--- src/rtl/sba_pkg.sv ---
package sba_pkg;
   // Width of an index able to address N requesters plus the group slot
   function automatic int slot_width(input int n);
      return (n + 1 <= 2) ? 1 : $clog2(n + 1);
   endfunction
endpackage

--- src/rtl/sba_rr_pick.sv ---
module sba_rr_pick #(
   parameter int W  = 5,
   parameter int IW = 3
) (
   input  logic [W-1:0]  req,
   input  logic [IW-1:0] last,
   output logic          any,
   output logic [IW-1:0] idx
);
   if (W < 2) begin : g_bad_w
      $error("sba_rr_pick: W must be at least 2");
   end
   if ((1 << IW) < W) begin : g_bad_iw
      $error("sba_rr_pick: IW too narrow for W");
   end

   int c;
   always_comb begin
      any = 1'b0;
      idx = '0;
      c   = 0;
      for (int k = 1; k <= W; k++) begin
         c = (int'(last) + k) % W;
         if (!any && req[c]) begin
            any = 1'b1;
            idx = IW'(c);
         end
      end
   end
endmodule

--- src/rtl/sba_grant_ctl.sv ---
module sba_grant_ctl #(
   parameter int N_REQ = 5,
   parameter int IW    = 3
) (
   input  logic             clk,
   input  logic             rst_n,
   input  logic [N_REQ-1:0] req,
   input  logic             frame_n,
   input  logic             irdy_n,
   input  logic             win_any,
   input  logic [IW-1:0]    win_idx,
   output logic             commit,
   output logic [N_REQ-1:0] gnt
);
   logic             own_vld, pend_vld, frame_q;
   logic [IW-1:0]    own_idx, pend_idx;
   logic             idle, start, rearb;
   logic [N_REQ-1:0] win_vec, pend_vec;

   always_comb begin
      idle     = frame_n & irdy_n;
      start    = frame_q & ~frame_n;
      rearb    = !own_vld || !req[own_idx] || start;
      commit   = !pend_vld && rearb && win_any && !(own_vld && (win_idx == own_idx));
      win_vec  = '0;
      win_vec[win_idx] = 1'b1;
      pend_vec = '0;
      pend_vec[pend_idx] = 1'b1;
   end

   always_ff @(posedge clk) begin
      if (!rst_n) begin
         own_vld  <= 1'b0;
         own_idx  <= '0;
         pend_vld <= 1'b0;
         pend_idx <= '0;
         frame_q  <= 1'b1;
         gnt      <= '0;
      end else begin
         frame_q <= frame_n;
         if (pend_vld) begin
            gnt      <= pend_vec;
            own_vld  <= 1'b1;
            own_idx  <= pend_idx;
            pend_vld <= 1'b0;
         end else if (commit) begin
            if (own_vld && idle) begin
               gnt      <= '0;
               own_vld  <= 1'b0;
               pend_vld <= 1'b1;
               pend_idx <= win_idx;
            end else begin
               gnt     <= win_vec;
               own_vld <= 1'b1;
               own_idx <= win_idx;
            end
         end
      end
   end
endmodule

--- src/rtl/sba_arbiter.sv ---
module sba_arbiter #(
   parameter int N_EXT = 4
) (
   input  logic             clk,
   input  logic             rst_n,
   input  logic [N_EXT:0]   req_n,
   input  logic             frame_n,
   input  logic             irdy_n,
   input  logic [N_EXT:0]   hi_grp,
   output logic [N_EXT:0]   gnt_n
);
   localparam int N_REQ   = N_EXT + 1;
   localparam int IW      = sba_pkg::slot_width(N_REQ);
   localparam int LO_SLOT = N_REQ;

   if (N_EXT < 1 || N_EXT > 15) begin : g_bad_n
      $error("sba_arbiter: N_EXT must be 1..15");
   end

   logic [N_REQ-1:0] req, hi_req, lo_req, gnt;
   logic [N_REQ:0]   top_req;

   for (genvar i = 0; i < N_REQ; i++) begin : g_split
      assign req[i]    = ~req_n[i];
      assign hi_req[i] = req[i] & hi_grp[i];
      assign lo_req[i] = req[i] & ~hi_grp[i];
   end

   logic          lo_any, top_any, commit, win_is_lo;
   logic [IW-1:0] lo_idx, top_idx, win_idx, hi_last, lo_last;

   sba_rr_pick #(.W(N_REQ), .IW(IW)) u_lo_pick (
      .req(lo_req), .last(lo_last), .any(lo_any), .idx(lo_idx));

   assign top_req = {lo_any, hi_req};

   sba_rr_pick #(.W(N_REQ + 1), .IW(IW)) u_top_pick (
      .req(top_req), .last(hi_last), .any(top_any), .idx(top_idx));

   assign win_is_lo = (top_idx == IW'(LO_SLOT));
   assign win_idx   = win_is_lo ? lo_idx : top_idx;

   sba_grant_ctl #(.N_REQ(N_REQ), .IW(IW)) u_ctl (
      .clk(clk), .rst_n(rst_n), .req(req), .frame_n(frame_n), .irdy_n(irdy_n),
      .win_any(top_any), .win_idx(win_idx), .commit(commit), .gnt(gnt));

   always_ff @(posedge clk) begin
      if (!rst_n) begin
         hi_last <= IW'(LO_SLOT);
         lo_last <= IW'(N_REQ - 1);
      end else if (commit) begin
         hi_last <= top_idx;
         if (win_is_lo) lo_last <= lo_idx;
      end
   end

   assign gnt_n = ~gnt;
endmodule

--- config.mk ---
export PLATFORM = sky130hd
export DESIGN_NAME = sba_arbiter
export DESIGN_NICKNAME = d
export VERILOG_FILES = /design/src/rtl/sba_pkg.sv /design/src/rtl/sba_rr_pick.sv /design/src/rtl/sba_grant_ctl.sv /design/src/rtl/sba_arbiter.sv
export SDC_FILE = /design/constraint.sdc
export NUM_CORES = 1
export LEC_CHECK = 0
export ABC_AREA = 1
export BUFFER_PORTS_ARGS = -buffer_cell sky130_fd_sc_hd__buf_2
export CELL_PAD_IN_SITES_DETAIL_PLACEMENT = 1
export CELL_PAD_IN_SITES_GLOBAL_PLACEMENT = 2
export CORE_MARGIN = 2
export CORE_UTILIZATION = 34
export DETAILED_ROUTE_END_ITERATION = 10
export PLACE_DENSITY = 0.87
export SETUP_SLACK_MARGIN = 0.15
export SKIP_CTS_REPAIR_TIMING = 1
export SLEW_MARGIN = 40
export SYNTH_ARGS = -nofsm -noshare
export SYNTH_HDL_FRONTEND = slang
export SYNTH_SLANG_ARGS = --single-unit
--- constraint.sdc ---
create_clock -name clk -period 7.2 [get_ports clk]
set_input_delay 1.44 -clock clk [delete_from_list [all_inputs] [get_ports clk]]
set_output_delay 1.44 -clock clk [all_outputs]
set_load 0.05 [all_outputs]
Word level (Yosys, flattened, before mapping)
Cells that the tools add are included.

storage, ports and cells
  flip-flop bits (word level) = 20
  logic and storage cells = 184

operators by class
  add/sub/neg operators = 11
  divide/modulo/power cells = 11
  magnitude comparators = 16
  equality and inequality tests = 3
  muxes and demuxes = 72
  bitwise logic cells = 27
  reductions and logical operators = 36

operators by type and width
  cell                     number
  $lt A32 B5 Y1 const B    11
  $mod A32 B4 Y32 const B  11
  $mux W3                  15
  $mux W1                  40
  $bmux W1 S3              12
  $add A3 B3 Y4 const B    5
  $add A3 B2 Y4 const B    4
  $logic_and A1 B1 Y1      16
  $mux W5                  3
  $not A1 Y1               14
  $logic_not A1 Y1         13
  $and A1 B1 Y1            12
  $lt A3 B4 Y1 const B     3
  $add A3 B1 Y4 const B    2
  $demux W1 S3             2
  $ge A3 B1 Y1 const B     2
  $not A5 Y5               1
  $reduce_and A2 Y1        2
  $eq A3 B3 Y1             1
  $eq A3 B3 Y1 const B     1
  $reduce_and A3 Y1        1
  $reduce_or A3 Y1         1
  $logic_or A1 B1 Y1       2
  $ne A2 B1 Y1 const B     1
  $reduce_bool A2 Y1       1

Depth between registers and ports, before layout
  depth in word-level cells = 46
  mapped depth = 45
  mapped depth without buffers = 43

Cells and area by module
From an unflattened synthesis, not the netlist that was laid out.

unflattened totals
  cell total of the unflattened synthesis = 641
  area total of the unflattened synthesis = 3843.7 um^2

by module, submodules not included
  module                    times used  cells an instance  area an instance (um^2)
  sba_rr_pick (u_lo_pick)   1           292                1808.0
  sba_rr_pick (u_top_pick)  1           169                890.9
  sba_grant_ctl             1           118                787.0
  sba_arbiter               1           62                 357.8

Least setup slack after synthesis
Ideal clock, no wire load.

  kind = reg2reg
  start = reg lo_last[0]
  end = reg u_ctl.own_idx[0]
  setup time = 115 ps
  data arrival time = 4903 ps
  slack = 2182 ps
  cell stages (with the launch flop) = 39
  path buffers = 2
  cells stage by stage = dfxtp_1 > buf_4 > clkinv_1 > ha_1 > ha_1 > nor2_1 > nand2_2 > nand2_2 > xor2_1 > ha_1 > inv_1 > or2_2 > nand3_2 > nand2_2 > nand2_2 > nand2_2 > inv_2 > nand2_1 > [... 3 more ...] > nand4_2 > nand3_2 > nand2_4 > nor2_8 > nand3_4 > nor2_4 > nand3_1 > nand2_2 > nand2_2 > nand2_1 > nand2_1 > nand2_1 > nand3_2 > o21bai_4 > nand2_2 > buf_6 > a21oi_1 > nor2_1

on the way
  cells in the longest elaborated chain, start to end = 45
  elaborated cells on any way between the ends = 95

RTL lines
  item                                        RTL line             source
  from (decl)                                 sba_arbiter.sv:30    logic [IW-1:0] lo_idx, top_idx, win_idx, hi_last, lo_last;
  from (signal assigned)                      sba_arbiter.sv:50    lo_last <= IW'(N_REQ - 1);
  from (signal assigned)                      sba_arbiter.sv:53    if (win_is_lo) lo_last <= lo_idx;
  $add A3 B1 Y4                               sba_rr_pick.sv:23    c = (int'(last) + k) % W;
  $mod A32 B4 Y32                             sba_rr_pick.sv:23
  $bmux W1 S3                                 sba_rr_pick.sv:24    if (!any && req[c]) begin
  $mux W1 (not written as such) (2 in a row)  sba_rr_pick.sv:24
  $mux W1                                     sba_rr_pick.sv:24
  $logic_not A1 Y1                            sba_rr_pick.sv:24
  $logic_and A1 B1 Y1                         sba_rr_pick.sv:24
  $mux W1                                     sba_rr_pick.sv:24
  [... 28 more ...]                           --
  $eq A3 B3 Y1                                sba_arbiter.sv:40    assign win_is_lo = (top_idx == IW'(LO_SLOT));
  $mux W3                                     sba_arbiter.sv:41    assign win_idx = win_is_lo ? lo_idx : top_idx;
  $eq A3 B3 Y1                                sba_grant_ctl.sv:24  commit = !pend_vld && rearb && win_any && !(own_vld && (win_idx == own_idx));
  $logic_and A1 B1 Y1                         sba_grant_ctl.sv:24
  $logic_not A1 Y1                            sba_grant_ctl.sv:24
  $logic_and A1 B1 Y1                         sba_grant_ctl.sv:24
  $reduce_bool A2 Y1 (no line)                --
  $reduce_and A2 Y1 (no line)                 --
  to (signal assigned)                        sba_grant_ctl.sv:44  own_idx <= pend_idx;
  to (signal assigned)                        sba_grant_ctl.sv:55  own_idx <= win_idx;
  to (decl)                                   sba_grant_ctl.sv:16  logic [IW-1:0] own_idx, pend_idx;

Several ways; a longest one is shown, not always the timed one. The select of a mux whose other input is x is not followed.
A chain may end at the register's enable or synchronous reset.

Final worst setup path
  start = reg lo_last[1]
  end = reg u_ctl.own_idx[0]

Same word-level chain as after synthesis.

==> results.txt <==
- Status: complete, no violations
* Crit path max-delay cell type: dfxtp_1
* Relative slew slack: 54.9%
- The worst setup path is captured at a flip-flop.
* Vertical die dimension: 109 um
- Initial core utilization: 34.8%
* Worst clock skew on the final layout: about 6.4 ps
* Synthesis-to-finish area growth: 6.30%
- Subtracting the final worst setup slack from the clock period gives 6000 ps.
- The number of antenna violations at the first check in global routing was 0.
* Pin count of the biggest net entering global routing: 21
- Post-Syn Area: 3770 um2
- Detail Placement HPWL: 9.20 mm
- Layout cell share with drive strength beyond 1: 15.4%
- For this run, design rule violations remaining after detail routing come to 0.
- The floorplan step defined a die boundary enclosing 11900 um2.
* Final setup vio count: 0
- After synthesis, the share of flip-flops with an asynchronous set or reset is 0%.
* Clock latency on the worst-skew pair: 270 ps
* Final worst-path cycle share: 83.3%
- Fill cells in the final layout number 1509.
- STA classifies the critical path startpoint as a flip-flop.
* Via count: 3938
- After synthesis, flip-flops and latches occupy 10.6% of the total area.
* Top FF cell, synth: dfxtp_1
* Number of nets in the layout: 698
* All-layer global routing usage: 19.3%
- Setup repair after global routing left no endpoint under its margin.
- After detailed routing, the average wire length per cell comes to around 14 um.
- After clock tree synthesis, the clock-pin slew on the worst setup and hold paths is 90 ps.
- Diodes inserted: 0
- Number of placed I/O pins: 19
- Detailed routing placed a total of 120 um of wire on met3.
* Gp weighted congestion: approximately 0.89
- Max incr delay on CP: 580 ps
- Type of the worst min-delay path: flip-flop to flip-flop
- Wire length of the first global-routing pass: around 19 mm
- Routed vias/inst: 5.02
- Post-route met1 wirelength: roughly 5.1 mm
- From left edge to right edge, the die measures 109 um.
- The via count of the first global-routing pass came to 4111.
* H-tree levels: 1
* Max Clk Rate: 0.167 GHz
* Critical setup path kind: flip-flop to flip-flop
* Total routed wirelength: 10.8 mm
* First-pass DRT Iterations: 4
* Warnings from Yosys: 0
- Counting every instance in the synthesized netlist gives 634.
* Net count of the mapped netlist: 687
- Max capacitance violation total: 0
- GRT overflow: 0
- Data on the critical path is required at its endpoint by approximately 7400 ps.
- Yosys mapped a number of flops with a built-in enable equal to 0.
- Dividing the synthesized area by the synthesized cell count gives 5.95 um2.
- Detailed-routed wire length on met2: 5.53 mm
* Number of nets still failing antenna checks after routing: 0
- Clock tree from TritonCTS: built
* Worst-margin pin slew: slightly below 700 ps
- The floorplan step defined a core boundary enclosing 10800 um2.
* IO Port Bufs: 18
- Root buffer cell: clkbuf_8
* Distinct cell type count of the synthesized netlist: 47
* Clock sink count: 20
- Worst endpoint data arrival time: 6170 ps
* Maximum buffer depth of the clock tree: 2
* Total clock buffers created by CTS: 3
- Count of state elements after synthesis: 20
* Setup_tns: 0 ps
- Initial drt markers: 95
- Cell mode on critical path: nand2_2
* Core Rows: 38
- The max-slew violation total from the final report was 0.
- In this run the worst path has a maximum fanout of 13.
- The final hold violation count is 0.
- DR top layer: met4
per-layer routing:
metal	vias up	GRT usage, %
li1	2060	-
met1	1847	24.5
met2	25	36.5
met3	6	0.889
met4	0	3.07
met5	-	0
cell usage after synthesis, types with 3 or more instances:
cell / count / area [um2]
nand2_1: 160 / 601
inv_1: 99 / 372
nand3_1: 75 / 375
nor2_1: 48 / 180
ha_1: 39 / 488
nand2_2: 28 / 175
a21oi_1: 25 / 125
o21ai_0: 25 / 125
dfxtp_1: 20 / 400
nand3_2: 13 / 130
o211ai_1: 8 / 60.1
buf_6: 7 / 78.8
xor2_1: 7 / 61.3
inv_2: 6 / 22.5
nor3_1: 6 / 30.0
o21ai_1: 6 / 30.0
nand4_1: 5 / 31.3
clkbuf_1: 4 / 15.0
nand2_4: 4 / 45.0
o21ai_2: 4 / 35.0
or2_2: 4 / 25.0
nand3b_1: 3 / 22.5
nor2_2: 3 / 18.8
nor2_4: 3 / 33.8
o22ai_1: 3 / 18.8
final timing paths:
| check | startpoint | slack, ps | to | cells after the start |
|---|---|---|---|---|
| worst max-delay path | lo_last[1]$_SDFFE_PN0P_ | 1200 | u_ctl.own_idx[0]$_SDFFE_PN0P_ | 38 |
| worst max register to register | lo_last[1]$_SDFFE_PN0P_ | 1200 | u_ctl.own_idx[0]$_SDFFE_PN0P_ | 38 |
| worst min register to register | u_ctl.gnt[3]$_SDFFE_PN0P_ | 490 | u_ctl.gnt[3]$_SDFFE_PN0P_ | 2 |
| worst min-delay path | u_ctl.gnt[3]$_SDFFE_PN0P_ | 490 | u_ctl.gnt[3]$_SDFFE_PN0P_ | 2 |
metrics by stage:
step / instances / area [um2] / utilization, % / hold slack, ps / setup WS, ps
detailed placement: 780 / 3940 / 36.3 / 481 / 1130
finish: 784 / 4010 / 37.0 / 490 / 1200
global route: 784 / 4010 / 37.0 / 525 / 474
global placement: 780 / 3940 / 36.3 / 477 / 1420
floorplan: 634 / 3770 / - / 457 / 2180
CTS: 784 / 4010 / 37.0 / 493 / 1110
logic make-up after synthesis:
kind of cell | Yosys count | share of synthesized area (%)
and+or+nand+nor | 358 | 46.2
xor gates and xnor gates | 8 | 1.86
buffers and inverters | 121 | 13.8
DFF | 20 | 10.6
adders and majority gates | 39 | 12.9
AOI/OAI and AO/OA | 88 | 14.6
cell type report:
| type | count | area, um2 | share of cell area, % |
|---|---|---|---|
| Clock buffer | 3 | 41.3 | 1.03 |
| Inverter | 108 | 413 | 10.3 |
| Sequential cell | 20 | 400 | 9.99 |
| Tap cell | 140 | 175 | 4.37 |
| Multi-Input combinational cell | 493 | 2850 | 71.1 |
| Clock inverter | 1 | 30.0 | 0.749 |
| Timing Repair Buffer | 19 | 97.6 | 2.43 |
registers in the layout, indices dropped and copies added (netlist names):
register        flops
u_ctl.gnt           5
u_ctl.pend_vld      1
lo_last             3
hi_last             3
u_ctl.frame_q       1
u_ctl.own_vld       1
u_ctl.own_idx       3
u_ctl.pend_idx      3
cell usage in the layout, fill, tap and decap left out, types with 3 or more instances in the layout:
| master | count |
|---|---|
| nand2_4 | 4 |
| nand2_2 | 28 |
| nand3_1 | 75 |
| nor2_2 | 3 |
| nand3_2 | 13 |
| dfxtp_1 | 20 |
| o21ai_1 | 6 |
| clkbuf_8 | 3 |
| nand3b_1 | 3 |
| inv_1 | 99 |
| o211ai_1 | 8 |
| nand2_1 | 160 |
| nor2_4 | 3 |
| nor2_1 | 48 |
| buf_2 | 18 |
| ha_1 | 39 |
| inv_2 | 6 |
| or2_2 | 4 |
| nor3_1 | 6 |
| nand4_1 | 5 |
| xor2_1 | 7 |
| a21oi_1 | 25 |
| o22ai_1 | 3 |
| o21ai_0 | 25 |
| o21ai_2 | 4 |
critical path, delay by kind of cell (launching register included):
kind	cells	cell delay (ps)
flops	1	580
compound gates	3	800
xor+xnor	1	310
buf+inv	3	380
simple gates	28	2870
fa+ha+maj	3	960
Power is left out: the tool's default activity adds up to more than one toggle a clock period on the data nets, which glitch-free logic cannot reach.
